**src/rtl/tdmtx_pkg.sv**
```systemverilog
package tdmtx_pkg;

    // What the line does for one bit position
    typedef enum logic [1:0] {
        K_FREE = 2'd0,   // invalid owner or idle: release (open-drain) or drive 1
        K_ONE  = 2'd1,   // unclaimed or masked: drive 1
        K_DATA = 2'd2    // fetch a bit from the channel
    } bit_kind_e;

endpackage

```
**src/rtl/tdmtx_resolve.sv**
```systemverilog
module tdmtx_resolve #(
    parameter int N_ENT     = 8,
    parameter int PTR_W     = 5,
    parameter int SLOT_BITS = 8,
    localparam int ENT_W    = 3 + PTR_W + SLOT_BITS,
    localparam int IDX_W    = (N_ENT > 1) ? $clog2(N_ENT) : 1,
    localparam int POS_W    = $clog2(SLOT_BITS)
) (
    input  logic [N_ENT*ENT_W-1:0] table_i,
    input  logic [IDX_W-1:0]       base_i,
    input  logic [POS_W-1:0]       pos_i,
    output logic                   found_o,
    output logic [IDX_W-1:0]       owner_o,
    output logic                   owner_valid_o,
    output logic [PTR_W-1:0]       owner_ptr_o,
    output logic [IDX_W-1:0]       gend_o,
    output logic                   gwrap_o
);
    localparam int F_VALID = ENT_W - 1;
    localparam int F_WRAP  = ENT_W - 2;
    localparam int F_LAST  = ENT_W - 3;

    logic [ENT_W-1:0] ent;
    logic [ENT_W-1:0] sel;
    logic             open_c;
    logic             done_c;

    // Scan the slot that starts at base_i: first claimer wins, slot ends at last/wrap/final entry
    always_comb begin
        ent     = '0;
        open_c  = 1'b0;
        done_c  = 1'b0;
        found_o = 1'b0;
        owner_o = '0;
        gend_o  = IDX_W'(N_ENT - 1);
        gwrap_o = 1'b1;
        for (int i = 0; i < N_ENT; i++) begin
            ent = table_i[i*ENT_W +: ENT_W];
            if (IDX_W'(i) == base_i) open_c = 1'b1;
            if (open_c && !done_c) begin
                if (!found_o && ent[pos_i]) begin
                    found_o = 1'b1;
                    owner_o = IDX_W'(i);
                end
                if (ent[F_LAST] || ent[F_WRAP] || (i == N_ENT - 1)) begin
                    done_c  = 1'b1;
                    gend_o  = IDX_W'(i);
                    gwrap_o = ent[F_WRAP] || (i == N_ENT - 1);
                end
            end
        end
    end

    always_comb begin
        sel           = table_i[int'(owner_o)*ENT_W +: ENT_W];
        owner_valid_o = sel[F_VALID];
        owner_ptr_o   = sel[SLOT_BITS +: PTR_W];
    end

endmodule

```
**src/rtl/tdmtx_seq.sv**
```systemverilog
module tdmtx_seq
    import tdmtx_pkg::*;
#(
    parameter int N_ENT     = 8,
    parameter int PTR_W     = 5,
    parameter int SLOT_BITS = 8,
    localparam int IDX_W    = (N_ENT > 1) ? $clog2(N_ENT) : 1,
    localparam int POS_W    = $clog2(SLOT_BITS)
) (
    input  logic             clk,
    input  logic             rst_n,
    input  logic             fsync_i,
    input  logic             found_i,
    input  logic [IDX_W-1:0] owner_i,
    input  logic             owner_valid_i,
    input  logic [PTR_W-1:0] owner_ptr_i,
    input  logic [IDX_W-1:0] gend_i,
    input  logic             gwrap_i,
    output logic [IDX_W-1:0] base_o,
    output logic [POS_W-1:0] pos_o,
    output bit_kind_e        kind_o,
    output logic [PTR_W-1:0] ptr_o
);
    localparam logic [POS_W-1:0] POS_TOP = POS_W'(SLOT_BITS - 1);

    typedef struct packed {
        logic             active;
        logic [IDX_W-1:0] base;
        logic [POS_W-1:0] pos;
    } seq_st_t;

    seq_st_t st_d, st_q;

    always_comb begin
        st_d = st_q;
        if (fsync_i) begin
            st_d.active = 1'b1;
            st_d.base   = '0;
            st_d.pos    = POS_TOP;
        end else if (st_q.active) begin
            if (st_q.pos == '0) begin
                if (gwrap_i) begin
                    st_d.active = 1'b0;
                end else begin
                    st_d.base = gend_i + IDX_W'(1);
                    st_d.pos  = POS_TOP;
                end
            end else begin
                st_d.pos = st_q.pos - POS_W'(1);
            end
        end
    end

    always_ff @(posedge clk) begin
        if (!rst_n) begin
            st_q <= '{active: 1'b0, base: '0, pos: POS_TOP};
        end else begin
            st_q <= st_d;
        end
    end

    always_comb begin
        base_o = st_q.base;
        pos_o  = st_q.pos;
        ptr_o  = owner_ptr_i;
        if (!st_q.active)      kind_o = K_FREE;
        else if (!found_i)     kind_o = K_ONE;
        else if (owner_valid_i) kind_o = K_DATA;
        else                   kind_o = K_FREE;
    end


    fsync_restart_chk: assert property (@(posedge clk) disable iff (!rst_n)
        fsync_i |=> (st_q.active && st_q.base == '0 && st_q.pos == POS_TOP));


    pos_step_chk: assert property (@(posedge clk) disable iff (!rst_n)
        (st_q.active && st_q.pos != '0 && !fsync_i) |=>
            (st_q.pos == $past(st_q.pos) - POS_W'(1) && st_q.base == $past(st_q.base)));


    owner_range_chk: assert property (@(posedge clk) disable iff (!rst_n)
        (st_q.active && found_i) |-> (owner_i >= st_q.base && owner_i <= gend_i));


    wrap_idle_chk: assert property (@(posedge clk) disable iff (!rst_n)
        (st_q.active && st_q.pos == '0 && gwrap_i && !fsync_i) |=> !st_q.active);

endmodule

```
**src/rtl/tdmtx_out.sv**
```systemverilog
module tdmtx_out
    import tdmtx_pkg::*;
#(
    parameter int PTR_W    = 5,
    parameter int ZERO_LSB = 6,
    localparam int ADDR_W  = PTR_W + ZERO_LSB
) (
    input  logic              clk,
    input  logic              rst_n,
    input  logic              od_mode_i,
    input  bit_kind_e         kind_i,
    input  logic [PTR_W-1:0]  ptr_i,
    input  logic              rsp_valid_i,
    input  logic              rsp_bit_i,
    output logic              req_valid_o,
    output logic [ADDR_W-1:0] req_addr_o,
    output logic              tx_data_o,
    output logic              tx_en_o,
    output logic              underrun_o
);
    typedef struct packed {
        bit_kind_e        kind;
        logic [PTR_W-1:0] ptr;
        logic             tx_data;
        logic             tx_en;
        logic             under;
    } out_st_t;

    out_st_t st_d, st_q;

    always_comb begin
        st_d      = st_q;
        st_d.kind = kind_i;
        st_d.ptr  = ptr_i;
        unique case (st_q.kind)
            K_DATA: begin
                st_d.tx_data = rsp_valid_i ? rsp_bit_i : 1'b1;
                st_d.tx_en   = 1'b1;
                st_d.under   = !rsp_valid_i;
            end
            K_ONE: begin
                st_d.tx_data = 1'b1;
                st_d.tx_en   = 1'b1;
                st_d.under   = 1'b0;
            end
            default: begin
                st_d.tx_data = 1'b1;
                st_d.tx_en   = !od_mode_i;
                st_d.under   = 1'b0;
            end
        endcase
    end

    always_ff @(posedge clk) begin
        if (!rst_n) begin
            st_q <= '{kind: K_FREE, ptr: '0, tx_data: 1'b1, tx_en: 1'b0, under: 1'b0};
        end else begin
            st_q <= st_d;
        end
    end

    assign req_valid_o = (st_q.kind == K_DATA);
    assign req_addr_o  = {st_q.ptr, {ZERO_LSB{1'b0}}};
    assign tx_data_o   = st_q.tx_data;
    assign tx_en_o     = st_q.tx_en;
    assign underrun_o  = st_q.under;


    req_then_drive_chk: assert property (@(posedge clk) disable iff (!rst_n)
        req_valid_o |=> tx_en_o);


    miss_flags_chk: assert property (@(posedge clk) disable iff (!rst_n)
        (req_valid_o && !rsp_valid_i) |=> (underrun_o && tx_data_o));


    underrun_high_chk: assert property (@(posedge clk) disable iff (!rst_n)
        underrun_o |-> (tx_data_o && tx_en_o));


    released_high_chk: assert property (@(posedge clk) disable iff (!rst_n)
        !tx_en_o |-> tx_data_o);

endmodule

```
**src/rtl/tdm_tx_sequencer.sv**
```systemverilog
module tdm_tx_sequencer
    import tdmtx_pkg::*;
#(
    parameter int N_ENT     = 8,
    parameter int PTR_W     = 5,
    parameter int SLOT_BITS = 8,
    parameter int ZERO_LSB  = 6,
    localparam int ENT_W    = 3 + PTR_W + SLOT_BITS,
    localparam int ADDR_W   = PTR_W + ZERO_LSB,
    localparam int IDX_W    = (N_ENT > 1) ? $clog2(N_ENT) : 1,
    localparam int POS_W    = $clog2(SLOT_BITS)
) (
    input  logic                   clk,
    input  logic                   rst_n,
    input  logic                   fsync,
    input  logic                   od_mode,
    input  logic [N_ENT*ENT_W-1:0] slot_table,
    output logic                   req_valid,
    output logic [ADDR_W-1:0]      req_addr,
    input  logic                   rsp_valid,
    input  logic                   rsp_bit,
    output logic                   tx_data,
    output logic                   tx_en,
    output logic                   tx_underrun
);
    logic             found;
    logic [IDX_W-1:0] owner;
    logic             owner_valid;
    logic [PTR_W-1:0] owner_ptr;
    logic [IDX_W-1:0] gend;
    logic             gwrap;
    logic [IDX_W-1:0] base;
    logic [POS_W-1:0] pos;
    bit_kind_e        kind;
    logic [PTR_W-1:0] kptr;

    tdmtx_resolve #(.N_ENT(N_ENT), .PTR_W(PTR_W), .SLOT_BITS(SLOT_BITS)) u_resolve (
        .table_i       (slot_table),
        .base_i        (base),
        .pos_i         (pos),
        .found_o       (found),
        .owner_o       (owner),
        .owner_valid_o (owner_valid),
        .owner_ptr_o   (owner_ptr),
        .gend_o        (gend),
        .gwrap_o       (gwrap)
    );

    tdmtx_seq #(.N_ENT(N_ENT), .PTR_W(PTR_W), .SLOT_BITS(SLOT_BITS)) u_seq (
        .clk           (clk),
        .rst_n         (rst_n),
        .fsync_i       (fsync),
        .found_i       (found),
        .owner_i       (owner),
        .owner_valid_i (owner_valid),
        .owner_ptr_i   (owner_ptr),
        .gend_i        (gend),
        .gwrap_i       (gwrap),
        .base_o        (base),
        .pos_o         (pos),
        .kind_o        (kind),
        .ptr_o         (kptr)
    );

    tdmtx_out #(.PTR_W(PTR_W), .ZERO_LSB(ZERO_LSB)) u_out (
        .clk         (clk),
        .rst_n       (rst_n),
        .od_mode_i   (od_mode),
        .kind_i      (kind),
        .ptr_i       (kptr),
        .rsp_valid_i (rsp_valid),
        .rsp_bit_i   (rsp_bit),
        .req_valid_o (req_valid),
        .req_addr_o  (req_addr),
        .tx_data_o   (tx_data),
        .tx_en_o     (tx_en),
        .underrun_o  (tx_underrun)
    );

endmodule

```
**config.mk**
```make
export PLATFORM = sky130hd
export DESIGN_NAME = tdm_tx_sequencer
export DESIGN_NICKNAME = d
export VERILOG_FILES = /design/src/rtl/tdmtx_pkg.sv /design/src/rtl/tdmtx_resolve.sv /design/src/rtl/tdmtx_seq.sv /design/src/rtl/tdmtx_out.sv /design/src/rtl/tdm_tx_sequencer.sv
export SDC_FILE = /design/constraint.sdc
export NUM_CORES = 1
export LEC_CHECK = 0
export BUFFER_PORTS_ARGS = -buffer_cell sky130_fd_sc_hd__buf_2
export CAP_MARGIN = 25
export CORE_MARGIN = 3
export CORE_UTILIZATION = 39
export DETAILED_ROUTE_END_ITERATION = 8
export PLACE_DENSITY_LB_ADDON = 0.08
export SYNTH_ARGS = -nofsm -noshare
export SYNTH_HDL_FRONTEND = slang
export SYNTH_SLANG_ARGS = --single-unit
```
**constraint.sdc**
```tcl
create_clock -name clk -period 2.85 [get_ports clk]
set_clock_uncertainty 0.05 [all_clocks]
set_input_delay 0.1425 -clock clk [delete_from_list [all_inputs] [get_ports clk]]
set_output_delay 0.1425 -clock clk [all_outputs]
set_load 0.01 [all_outputs]
```
## Yosys cells after proc, flatten, opt, wreduce, memory -nomap -nowiden

Index checks and enable logic that the tools add are counted.

- Logic and storage cells: 177
- Register bits: 17
- Bits of input ports: 134

- Shifts and indexed selects: 1
- Mux-type cells: 108
- Reduce and logical (&&, ||, !) cells: 44
- Bitwise gates (word level): 2
- $add $sub $neg: 2
- Order comparisons: 1
- Eq/ne operators: 10

Operators with widths:

| cell | count |
|---|---|
| $shiftx 128x8->16 | 1 |
| $mux 3 | 29 |
| $mux 1 | 65 |
| $bmux 1 s3 | 8 |
| $logic_not 1->1 | 16 |
| $logic_and 1x1->1 | 14 |
| $mux 7 | 2 |
| $eq 3x3->1 const A | 4 |
| $logic_or 1x1->1 | 7 |
| $eq 2x3->1 const A | 2 |
| $logic_not 3->1 | 2 |
| $mux 6 | 1 |
| $pmux 3 s2 | 1 |
| $reduce_and 3->1 | 2 |
| $lt 3x5->1 const B | 1 |
| $mux 4 | 1 |
| $reduce_and 2->1 | 2 |
| $add 3x1->3 const B | 1 |
| $eq 1x3->1 const A | 1 |
| $sub 3x1->3 const B | 1 |
| $eq 2x1->1 const B | 1 |
| $eq 2x2->1 const B | 1 |
| $mux 2 | 1 |
| $ne 2x2->1 const B | 1 |
| 2 further kinds | 3 |

## Depth between registers and ports, before layout

Gate-level depths: netlist of run 1.

- Word-level depth: 35
- Gate-level depth with buffers: 12
- Depth with buffers taken out: 10

## Hierarchy

Synthesis of run 1 repeated with hierarchy kept, for this count alone.

- Cells, all modules: 225
- Area total of the unflattened synthesis: 2,247.2 um^2

Modules (own cells, without submodules):

| module | area each (um^2) | sequential area each (um^2) | instances | cells an instance |
|---|---|---|---|---|
| tdmtx_resolve | 1,393.8 | 0.0 | 1 | 137 |
| tdmtx_seq | 445.4 | 140.1 | 1 | 48 |
| tdmtx_out | 407.9 | 200.2 | 1 | 40 |

## Worst setup path before layout of run 1

No wires, ideal clock.

- Path kind: flip-flop to flip-flop
- Start: register u_seq.st_q (netlist bit u_seq.pos_o[1])
- End: register u_out.st_q (netlist bit u_out.req_addr_o[10])
- Library setup time: 120 ps
- Period minus slack after synthesis: 2,866 ps
- Stages on the path, launching flop included: 12
- Path slack: -16 ps
- Data arrival time: 2,696 ps
- Required time: 2,680 ps
- Path through: dfxtp_1 -> buf_6 -> mux4_1 -> mux2_2 -> a2bb2oi_4 -> nand2b_4 -> a221o_2 -> and2_4 -> buf_6 -> buf_8 -> a41o_1 -> a211o_1

- Cells in the longest elaborated chain, start to end: 33
- Elaborated cells between the ends (all ways): 59
- Those cells by class: 1 x shift; 44 x mux; 14 x reduce/logical

Ends and longest elaborated chain:

| item | RTL line | RTL |
|---|---|---|
| start, declared | tdmtx_seq.sv:32 | `seq_st_t st_d, st_q;` |
| start signal, assigned | tdmtx_seq.sv:56 | `st_q <= '{active: 1'b0, base: '0, pos: POS_TOP};` |
| start signal, assigned | tdmtx_seq.sv:58 | `st_q <= st_d;` |
| $bmux 1 s3 | tdmtx_resolve.sv:41 | `if (!found_o && ent[pos_i]) begin` |
| $mux 1 (implied by the code) | tdmtx_resolve.sv:41 |  |
| $mux 1 | tdmtx_resolve.sv:41 |  |
| $mux 1 | tdmtx_resolve.sv:40 | `if (open_c && !done_c) begin` |
| $logic_not 1->1 | tdmtx_resolve.sv:41 |  |
| $logic_and 1x1->1 | tdmtx_resolve.sv:41 |  |
| $mux 1 | tdmtx_resolve.sv:41 |  |
| $mux 1 | tdmtx_resolve.sv:40 |  |
| [... 17 more ...] | -- |  |
| $logic_and 1x1->1 | tdmtx_resolve.sv:41 |  |
| $mux 1 | tdmtx_resolve.sv:41 |  |
| $mux 1 | tdmtx_resolve.sv:40 |  |
| $logic_not 1->1 | tdmtx_resolve.sv:41 |  |
| $logic_and 1x1->1 | tdmtx_resolve.sv:41 |  |
| $mux 3 | tdmtx_resolve.sv:41 |  |
| $mux 3 (*) | tdmtx_resolve.sv:40 |  |
| $shiftx 128x8->16 (*) | tdmtx_resolve.sv:55 | `sel = table_i[int'(owner_o)*ENT_W +: ENT_W];` |
| end signal, assigned | tdmtx_out.sv:56 | `st_q <= '{kind: K_FREE, ptr: '0, tx_data: 1'b1, tx_en: 1'b0, under: 1'b0};` |
| end signal, assigned | tdmtx_out.sv:58 | `st_q <= st_d;` |
| end, declared | tdmtx_out.sv:29 | `out_st_t st_d, st_q;` |

Every way passes the cells marked *; elsewhere a longest branch is shown, timed or not. The select of a mux whose other input is x is not followed.
A chain may end at the register's enable or synchronous reset.

## Worst setup path after layout of run 1

- Start: register u_seq.st_q (netlist bit u_seq.pos_o[1])
- End: register u_out.st_q (netlist bit u_out.req_addr_o[8])

The elaborated chain is that of the path after synthesis.

==> results.md, run 1 <==
Outcome:
- The run finished with clean final reports.

Timing:
- Setup repair after global routing could not meet its margin everywhere.
- In this run the tightest slew margin relative to its limit is 57.3%.
- The transition time at the pin with the least slew margin is 0.641 ns.
- Once routing completed, OpenROAD measured the worst setup slack at 0.0475 ns.
- For this run, the top clock speed supported by timing is 357 MHz.
- The final critical path time including I/O delays and setup is 2.80 ns.
- Summed over all failing endpoints, the final setup total negative slack is 0 ns.
- The tightest hold margin is 0.00709 ns.
- The final count of pins violating max slew is 0.
- The number of endpoints with negative hold slack in the final report is 0.
- The final critical path takes up 98.3% of the cycle.
- The number of endpoints failing setup at the final stage is 0.

Synthesis:
- The cell area after synthesis is 2200 µm².
- Yosys printed 0 warnings.
- Summed over all instances, the cell type with the most area after synthesis is sky130_fd_sc_hd__dfxtp_1.
- Yosys attributes the largest share of cell area to sky130_fd_sc_hd__dfxtp_1 15%, sky130_fd_sc_hd__mux4_2 12%, sky130_fd_sc_hd__mux4_1 4.8%.
- The cell count after synthesis came out at 241.
- Sequential elements use 15.5% of the synthesized area.
- Among all flip-flop cells after synthesis, the most frequent one is sky130_fd_sc_hd__dfxtp_1.
- The distinct cell type count of the synthesized netlist is 63.
- Counting flops with an async set or reset pin after synthesis yields a share of 0%.
- The synthesized area divided by synthesized cell count is 9.12 µm².
- The number of enable-type register cells in the synthesized netlist is 0.
- The number of storage elements in the synthesis netlist is 17.
- The share of Yosys cell area claimed by the top area cell type is 15.5%.

Clock network:
- CTS built an H-tree with a depth of 1.
- The number of buffers inserted by hold repair at cts is 0.
- In this run the deepest clock path goes through 2 buffers.
- Clock latency on the worst-skew pair, taken at its later pin, is 0.25 ns.
- The root buffer cell chosen for the clock tree is sky130_fd_sc_hd__clkbuf_8.
- Clock-pin slew was measured on the worst setup and hold paths at 0.07 ns.
- The clock sink count is 17.
- TritonCTS built the clock tree.
- The number of clock buffers added by TritonCTS is 3.

Floorplanning:
- The number of placement rows is 26.
- The total die area is 6570 µm².
- Measured along the y axis, the die boundary spans 81.1 µm.
- The initial utilization of the core area, before any placement, comes to 41.7%.
- The floorplan core area is 5270 µm².
- The number of primary I/O pins is 149.
- The die is 81.1 µm wide.

Finish:
- The utilization after layout is 62.1%.
- The finished cells cover 3270 µm².
- Leaving out filler cells and counting taps, the final layout contains 475.
- The repair_antennas step left the layout with diodes totalling 0.
- Cells with a size suffix above 1 make up 56.8% of the layout.
- The final-stage net count is 545.
- The area added between synthesis and finish is 48.9%.

Global route:
- Entering global routing, the biggest net connects 12 pins.
- The initial antenna violation count came to 0.
- For this run the aggregate overflow at the end of global routing stands at 0.
- The via count of the first global-routing pass came to 2,479.
- The first global-routing pass estimated 11.0 mm of wire.
- The total routing resource utilization after global routing is 21.0%.

Worst setup path:
- In this run the critical register-to-register path is captured at u_out.req_addr_o[8].
- The launching element type of the critical path is a register.
- Counting cells, the worst reg-to-reg path comes to 9.
- The maximum fanout encountered on the critical timing path is 8.
- The startpoint identified for the worst register-to-register timing path is u_seq.pos_o[1].
- The worst setup slack for register-to-register paths is 0.05 ns.
- The setup path with the least slack is of type reg -> reg.
- STA classifies the critical path endpoint as a register.
- The most critical setup path has its endpoint at u_out.req_addr_o[8].
- At the worst endpoint, the arrival time is 2.89 ns.
- At the worst endpoint, the required time is 2.94 ns.
- The most critical setup path has its startpoint at u_seq.pos_o[1].

Min path:
- The min-delay analysis places its worst path in the category in -> reg.
- The hold path startpoint is od_mode.

Pwr:
- The total chip power is 0.720 mW.
- The reported leakage power is 1.68 nW.
- The total power per unit cell area is 220 nW/µm².
- The worst-case IR drop observed on VDD is 0.218 mV.

Placement:
- Input and output buffers added on the ports amount to 140.
- The post-placement setup slack is -0.105 ns.
- Detailed placement ended at an HPWL of 5.86 mm.
- The weighted congestion at the end of routability-driven global placement is 0.826.
- The post-detailed-placement cell area is 3060 µm².
- The number of placed instances with taps included is 459.

Route:
- Using the TritonRoute via totals, the vias-per-cell ratio works out to 5.43.
- The routed wire length is 7.07 mm.
- In the routed design, unresolved DRC markers number 0.
- The first detailed-routing pass took 4 iterations.
- In the final routed layout, each cell accounts on average for 14.9 µm.
- The number of vias in the routed layout is 2,579.
- For this block, the initial DRC count from the detailed router was 105.
- The count of nets left with antenna violations once routing finished came out at 0.

Flow run:
- The max-cap violation count is 0.
metal layers:
layer | global-route usage (%) | vias to the layer above | part of all wire, %
met2 | 37.3 | 89 | 51
met1 | 26.6 | 1208 | 42
li1 | - | 1276 | -
met3 | 3.88 | 6 | 6.1
met5 | 0 | - | 0
met4 | 3.55 | 0 | 0.65
kinds of logic after synthesis:
group | synth area share (%)
compound gates | 30.3
fa+ha+maj | 2.85
buf+inv | 10.5
simple gates | 14.6
other cells | 0.171
mux | 26.1
flops | 15.5
state kept, by name, summed over array words and instances (netlist names):
name / flops
u_out.tx_data_o: 1
u_seq.base_o: 3
u_out.tx_en_o: 1
u_out.req_addr_o: 5
u_seq.st_q: 1
u_seq.pos_o: 3
u_out.st_q: 2
u_out.underrun_o: 1
worst min path at each step:
stage,to,slack (ns),cells past startpoint
global placement,u_out.tx_en_o,0.28,2
CTS,u_out.tx_en_o,0.004,2
detailed placement,u_out.tx_en_o,0.28,2
finish,u_out.tx_en_o,0.007,2
floorplan,u_out.tx_data_o,0.16,1
global route,u_out.tx_en_o,0.004,2
synth_stat cells, drive strengths merged, types with 2 or more instances:
master and n:
a41o 5, nor4 2, nand3 8, mux4 16
a21oi 9, o31ai 2, o21bai 3, nand2 19
or3 3, nor2b 2, clkbuf 3, and3 4
a2bb2oi 2, mux2 8, and2 2, nand2b 2
o21a 2, o211ai 6, inv 17, dfxtp 17
or2 2, ha 5, mux2i 9, a211oi 6
buf 19, o2bb2ai 2, a22oi 13, o22ai 3
a311o 3, o21ai 8, a211o 6, nand4 2
nor2 12
critical path, cell delays in order, from the launching register on:
cell	delay (ns)
sky130_fd_sc_hd__dfxtp_2	0.35
sky130_fd_sc_hd__buf_12	0.13
sky130_fd_sc_hd__mux4_2	0.49
sky130_fd_sc_hd__mux2_4	0.31
sky130_fd_sc_hd__a2bb2oi_4	0.17
sky130_fd_sc_hd__nand2b_4	0.08
sky130_fd_sc_hd__a221o_2	0.33
sky130_fd_sc_hd__and2_4	0.20
sky130_fd_sc_hd__mux2_4	0.30
sky130_fd_sc_hd__a211o_1	0.26
placed cells by master, fill, tap and decap left out, types with 6 or more instances in the layout:
| cell type | n |
|---|---|
| sky130_fd_sc_hd__o21ai_0 | 7 |
| sky130_fd_sc_hd__nand2_1 | 19 |
| sky130_fd_sc_hd__conb_1 | 6 |
| sky130_fd_sc_hd__dfxtp_1 | 13 |
| sky130_fd_sc_hd__a211o_1 | 6 |
| sky130_fd_sc_hd__inv_1 | 17 |
| sky130_fd_sc_hd__mux2_4 | 7 |
| sky130_fd_sc_hd__buf_2 | 140 |
| sky130_fd_sc_hd__a21oi_1 | 8 |
| sky130_fd_sc_hd__nand3_1 | 7 |
| sky130_fd_sc_hd__mux4_2 | 16 |
| sky130_fd_sc_hd__buf_4 | 34 |
| sky130_fd_sc_hd__mux2i_1 | 7 |
| sky130_fd_sc_hd__a22oi_1 | 11 |
| sky130_fd_sc_hd__o211ai_1 | 6 |
| sky130_fd_sc_hd__nor2_1 | 11 |
cell type report:
class | count | area (µm²)
multi-input combinational | 190 | 1730
clock inverter | 1 | 5.00
sequential | 17 | 348
fill | 527 | 2000
tap | 70 | 87.6
clock buffer | 3 | 41.3
timing repair buffer | 176 | 996
inverter | 18 | 67.6
power by group:
group / leakage, nW / internal, mW / total, mW / switching (mW)
clock: 0.0255 / 0.0971 / 0.185 / 0.0874
sequential: 0.140 / 0.247 / 0.254 / 0.00630
combinational: 1.52 / 0.165 / 0.282 / 0.116
repair_timing:
item / CTS / global route
hold endpoints to repair: 0 / 0
gates resized for setup: 7 / 16
gates cloned: 1 / 0
buffers inserted: 5 / 6
setup endpoints to repair: 6 / 10
pin swaps: 4 / 5
Note: power is estimated with default switching activity, not from simulation.
==> run 2: changes to the inputs <==
Settings changed: SETUP_SLACK_MARGIN set to 0.2.
==> results.md, run 2 (synthesis results as in run 1) <==
Route:
- The count of TritonRoute iterations in the first routing pass came to 4 (unchanged).
- The number of vias in the routed layout came to 2,556 (-0.89%).
- The DRC violations left came to 0 (unchanged).
- The detailed-route vias per instance is 5.48 (+1.0%).
- The routed wire length came to 7.32 mm (+3.5%).
- The detailed-route wire length per cell is 15.7 µm (+5.5%).
- The number of antenna-violating nets in the routed design came to 0 (unchanged).
- The DRC marker count from the first detailed-route iteration is 112 (+6.7%).

Global route:
- The total routing resource utilization after global routing came to 21.8% (+0.82 points).
- The total congestion overflow after global routing is 0 (unchanged).
- The via count of the first global-routing pass is 2,516 (+1.5%).
- The initial antenna violation count came to 0 (unchanged).
- The first-pass GRT wire length is 11.2 mm (+2.1%).
- The pin count of the biggest net entering global routing came to 12 (unchanged).

Clock network:
- The tree is rooted in a sky130_fd_sc_hd__clkbuf_8.
- The level count of the clock H-tree was 1 (unchanged).
- The clock sink count was 17 (unchanged).
- The number of buffers inserted by hold repair at cts was 0 (unchanged).
- The maximum number of buffers from clock root to sink came to 2 (unchanged).
- The CTS clock-pin slew for the worst setup and hold paths was 0.07 ns (about the same).
- The TritonCTS buffer count is 3 (unchanged).
- The insertion delay of the later-clocked pin in the worst-skew pair is 0.26 ns (about the same).
- The clock tree from TritonCTS is done.

Timing:
- Setup repair after global routing could not meet its margin everywhere.
- The part of the cycle the worst path needs is 97.4% (-0.92 points).
- The maximum achievable frequency is 360 MHz (+0.94%).
- The number of endpoints with negative hold slack in the final report is 0 (unchanged).
- The final critical path time including I/O delays and setup was 2.78 ns (-0.0262 ns).
- The transition time at the pin with the least slew margin is 0.689 ns (+0.0478 ns).
- The tightest hold margin came to 0.0104 ns (+0.00327 ns).
- The normalized max-slew margin is 54.1% (-3.2 points).
- The final count of pins violating max slew was 0 (unchanged).
- The number of endpoints failing setup at the final stage is 0 (unchanged).

Finish:
- The leading cell type in the layout, fill and taps excluded is sky130_fd_sc_hd__buf_2.
- The number of fill cells in the layout is 504 (-4.4%).
- The antenna cell count is 0 (unchanged).
- The final cell count without fillers is 466 (-1.9%).
- Leaving out fill and tap cells, the most frequent cells in the layout are 140 x sky130_fd_sc_hd__buf_2, 23 x sky130_fd_sc_hd__buf_4, 19 x sky130_fd_sc_hd__nand2_1.
- The share of layout cells above drive strength 1 is 58.8% (+2.0 points).
- The flip-flop count of the largest register, all copies and words added came to 5 (unchanged).
- From synthesis to final layout, the design area changed by 47.8%.
- The final-stage net count was 536 (-1.7%).

Worst setup path:
- STA classifies the critical path endpoint as a register.
- The worst reg2reg path depth is 8 (-1).
- STA classifies the critical path startpoint as a register.
- The endpoint arrival time on the critical path is 2.87 ns (-0.02 ns).
- The maximum fanout encountered on the critical timing path is 8 (unchanged).
- The critical path is of the reg -> reg type.
- The data required time of the critical path came to 2.95 ns (about the same).

Floorplanning:
- The total die area was 6570 µm² (unchanged).
- The floorplan die height is 81.1 µm (unchanged).
- The floorplan core area is 5270 µm² (unchanged).
- The number of placement rows is 26 (unchanged).
- The starting density of the core is 41.7% (unchanged).
- The horizontal die dimension was 81.1 µm (unchanged).
- The number of primary I/O pins came to 149 (unchanged).

Placement:
- The number of buffer cells added on primary ports is 140 (unchanged).
- The half-perimeter wire length of the detailed placement result was 5.80 mm (-1.0%).
- The number of placed instances with taps included is 454 (-1.1%).
- The weighted congestion at the end of routability-driven global placement is 0.825 (-0.12%).

Flow run:
- The max-cap violation count was 0 (unchanged).

Outcome:
- The run finished with clean final reports.

Pwr:
- The total power per unit cell area is 223 nW/µm² (+1.5%).
- The reported leakage power is 1.65 nW (-1.7%).
- The worst voltage drop across the vdd grid came to 0.205 mV (-5.7%).

Min path:
- The hold path depth is 2 (unchanged).
- In this run the worst hold path is classified as in -> reg.
==> run 2: worst paths after layout <==
check / from / to / slack [ns]
worst min-delay path: od_mode / u_out.tx_en_o / 0.01
worst max register to register: u_seq.pos_o[1] / u_out.req_addr_o[10] / 0.07
worst max-delay path: u_seq.pos_o[1] / u_out.req_addr_o[10] / 0.07
worst min register to register: u_seq.base_o[0] / u_seq.base_o[0] / 0.47
==> run 2: where the power goes <==
group | switching [mW] | total [mW] | internal, mW | leakage (nW)
combinational | 0.121 | 0.285 | 0.164 | 1.49
clock | 0.0891 | 0.186 | 0.0972 | 0.0255
sequential | 0.00638 | 0.254 | 0.247 | 0.140
==> run 2: final cells by class <==
class	count	area (µm²)	share of cell area, %
clock inverters	1	5.00	0.154
well taps	70	87.6	2.70
clock buffers	3	41.3	1.27
inverters	18	68.8	2.12
multi-input cells	190	1760	54.2
repair buffers	167	936	28.8
flip-flops and latches	17	349	10.7
==> run 2: layer usage <==
layer	routed length, µm	vias to the layer above	GRT usage [%]	share of wire (%)
met5	0	-	0	0
met4	47	0	5.24	0.64
met3	413	4	3.77	5.6
met2	3790	78	38.4	52
met1	3070	1219	27.5	42
li1	-	1255	-	-
==> run 2: through the flow <==
stage / TNS (ns) / util, % / total power [mW] / area (µm²) / setup WS [ns]
floorplan: 0 / - / 0.403 / 2220 / 0.0614
CTS: 0 / 60.1 / 0.720 / 3170 / 0.0916
finish: 0 / 61.6 / 0.725 / 3250 / 0.0737
global route: -0.0388 / 61.6 / 0.766 / 3250 / -0.0132
detailed placement: -0.582 / 57.1 / 0.519 / 3010 / -0.119
global placement: -0.192 / 57.1 / 0.514 / 3010 / -0.0965
==> run 2: repair_timing <==
action                                  CTS  global route
pin swaps                                 6            10
cloned                                    1             0
gates resized for setup                  15            21
endpoints found under the setup margin    7            13
buffers inserted                          7             0
==> run 2: critical path, stage by stage (launching register included) <==
cell and delay (ns):
sky130_fd_sc_hd__dfxtp_4 0.43, sky130_fd_sc_hd__mux4_2 0.52, sky130_fd_sc_hd__mux2_4 0.30, sky130_fd_sc_hd__a2bb2oi_4 0.18, sky130_fd_sc_hd__nand2b_4 0.08, sky130_fd_sc_hd__a221o_2 0.35, sky130_fd_sc_hd__and2_4 0.21, sky130_fd_sc_hd__mux2_4 0.30
sky130_fd_sc_hd__a211o_1 0.25
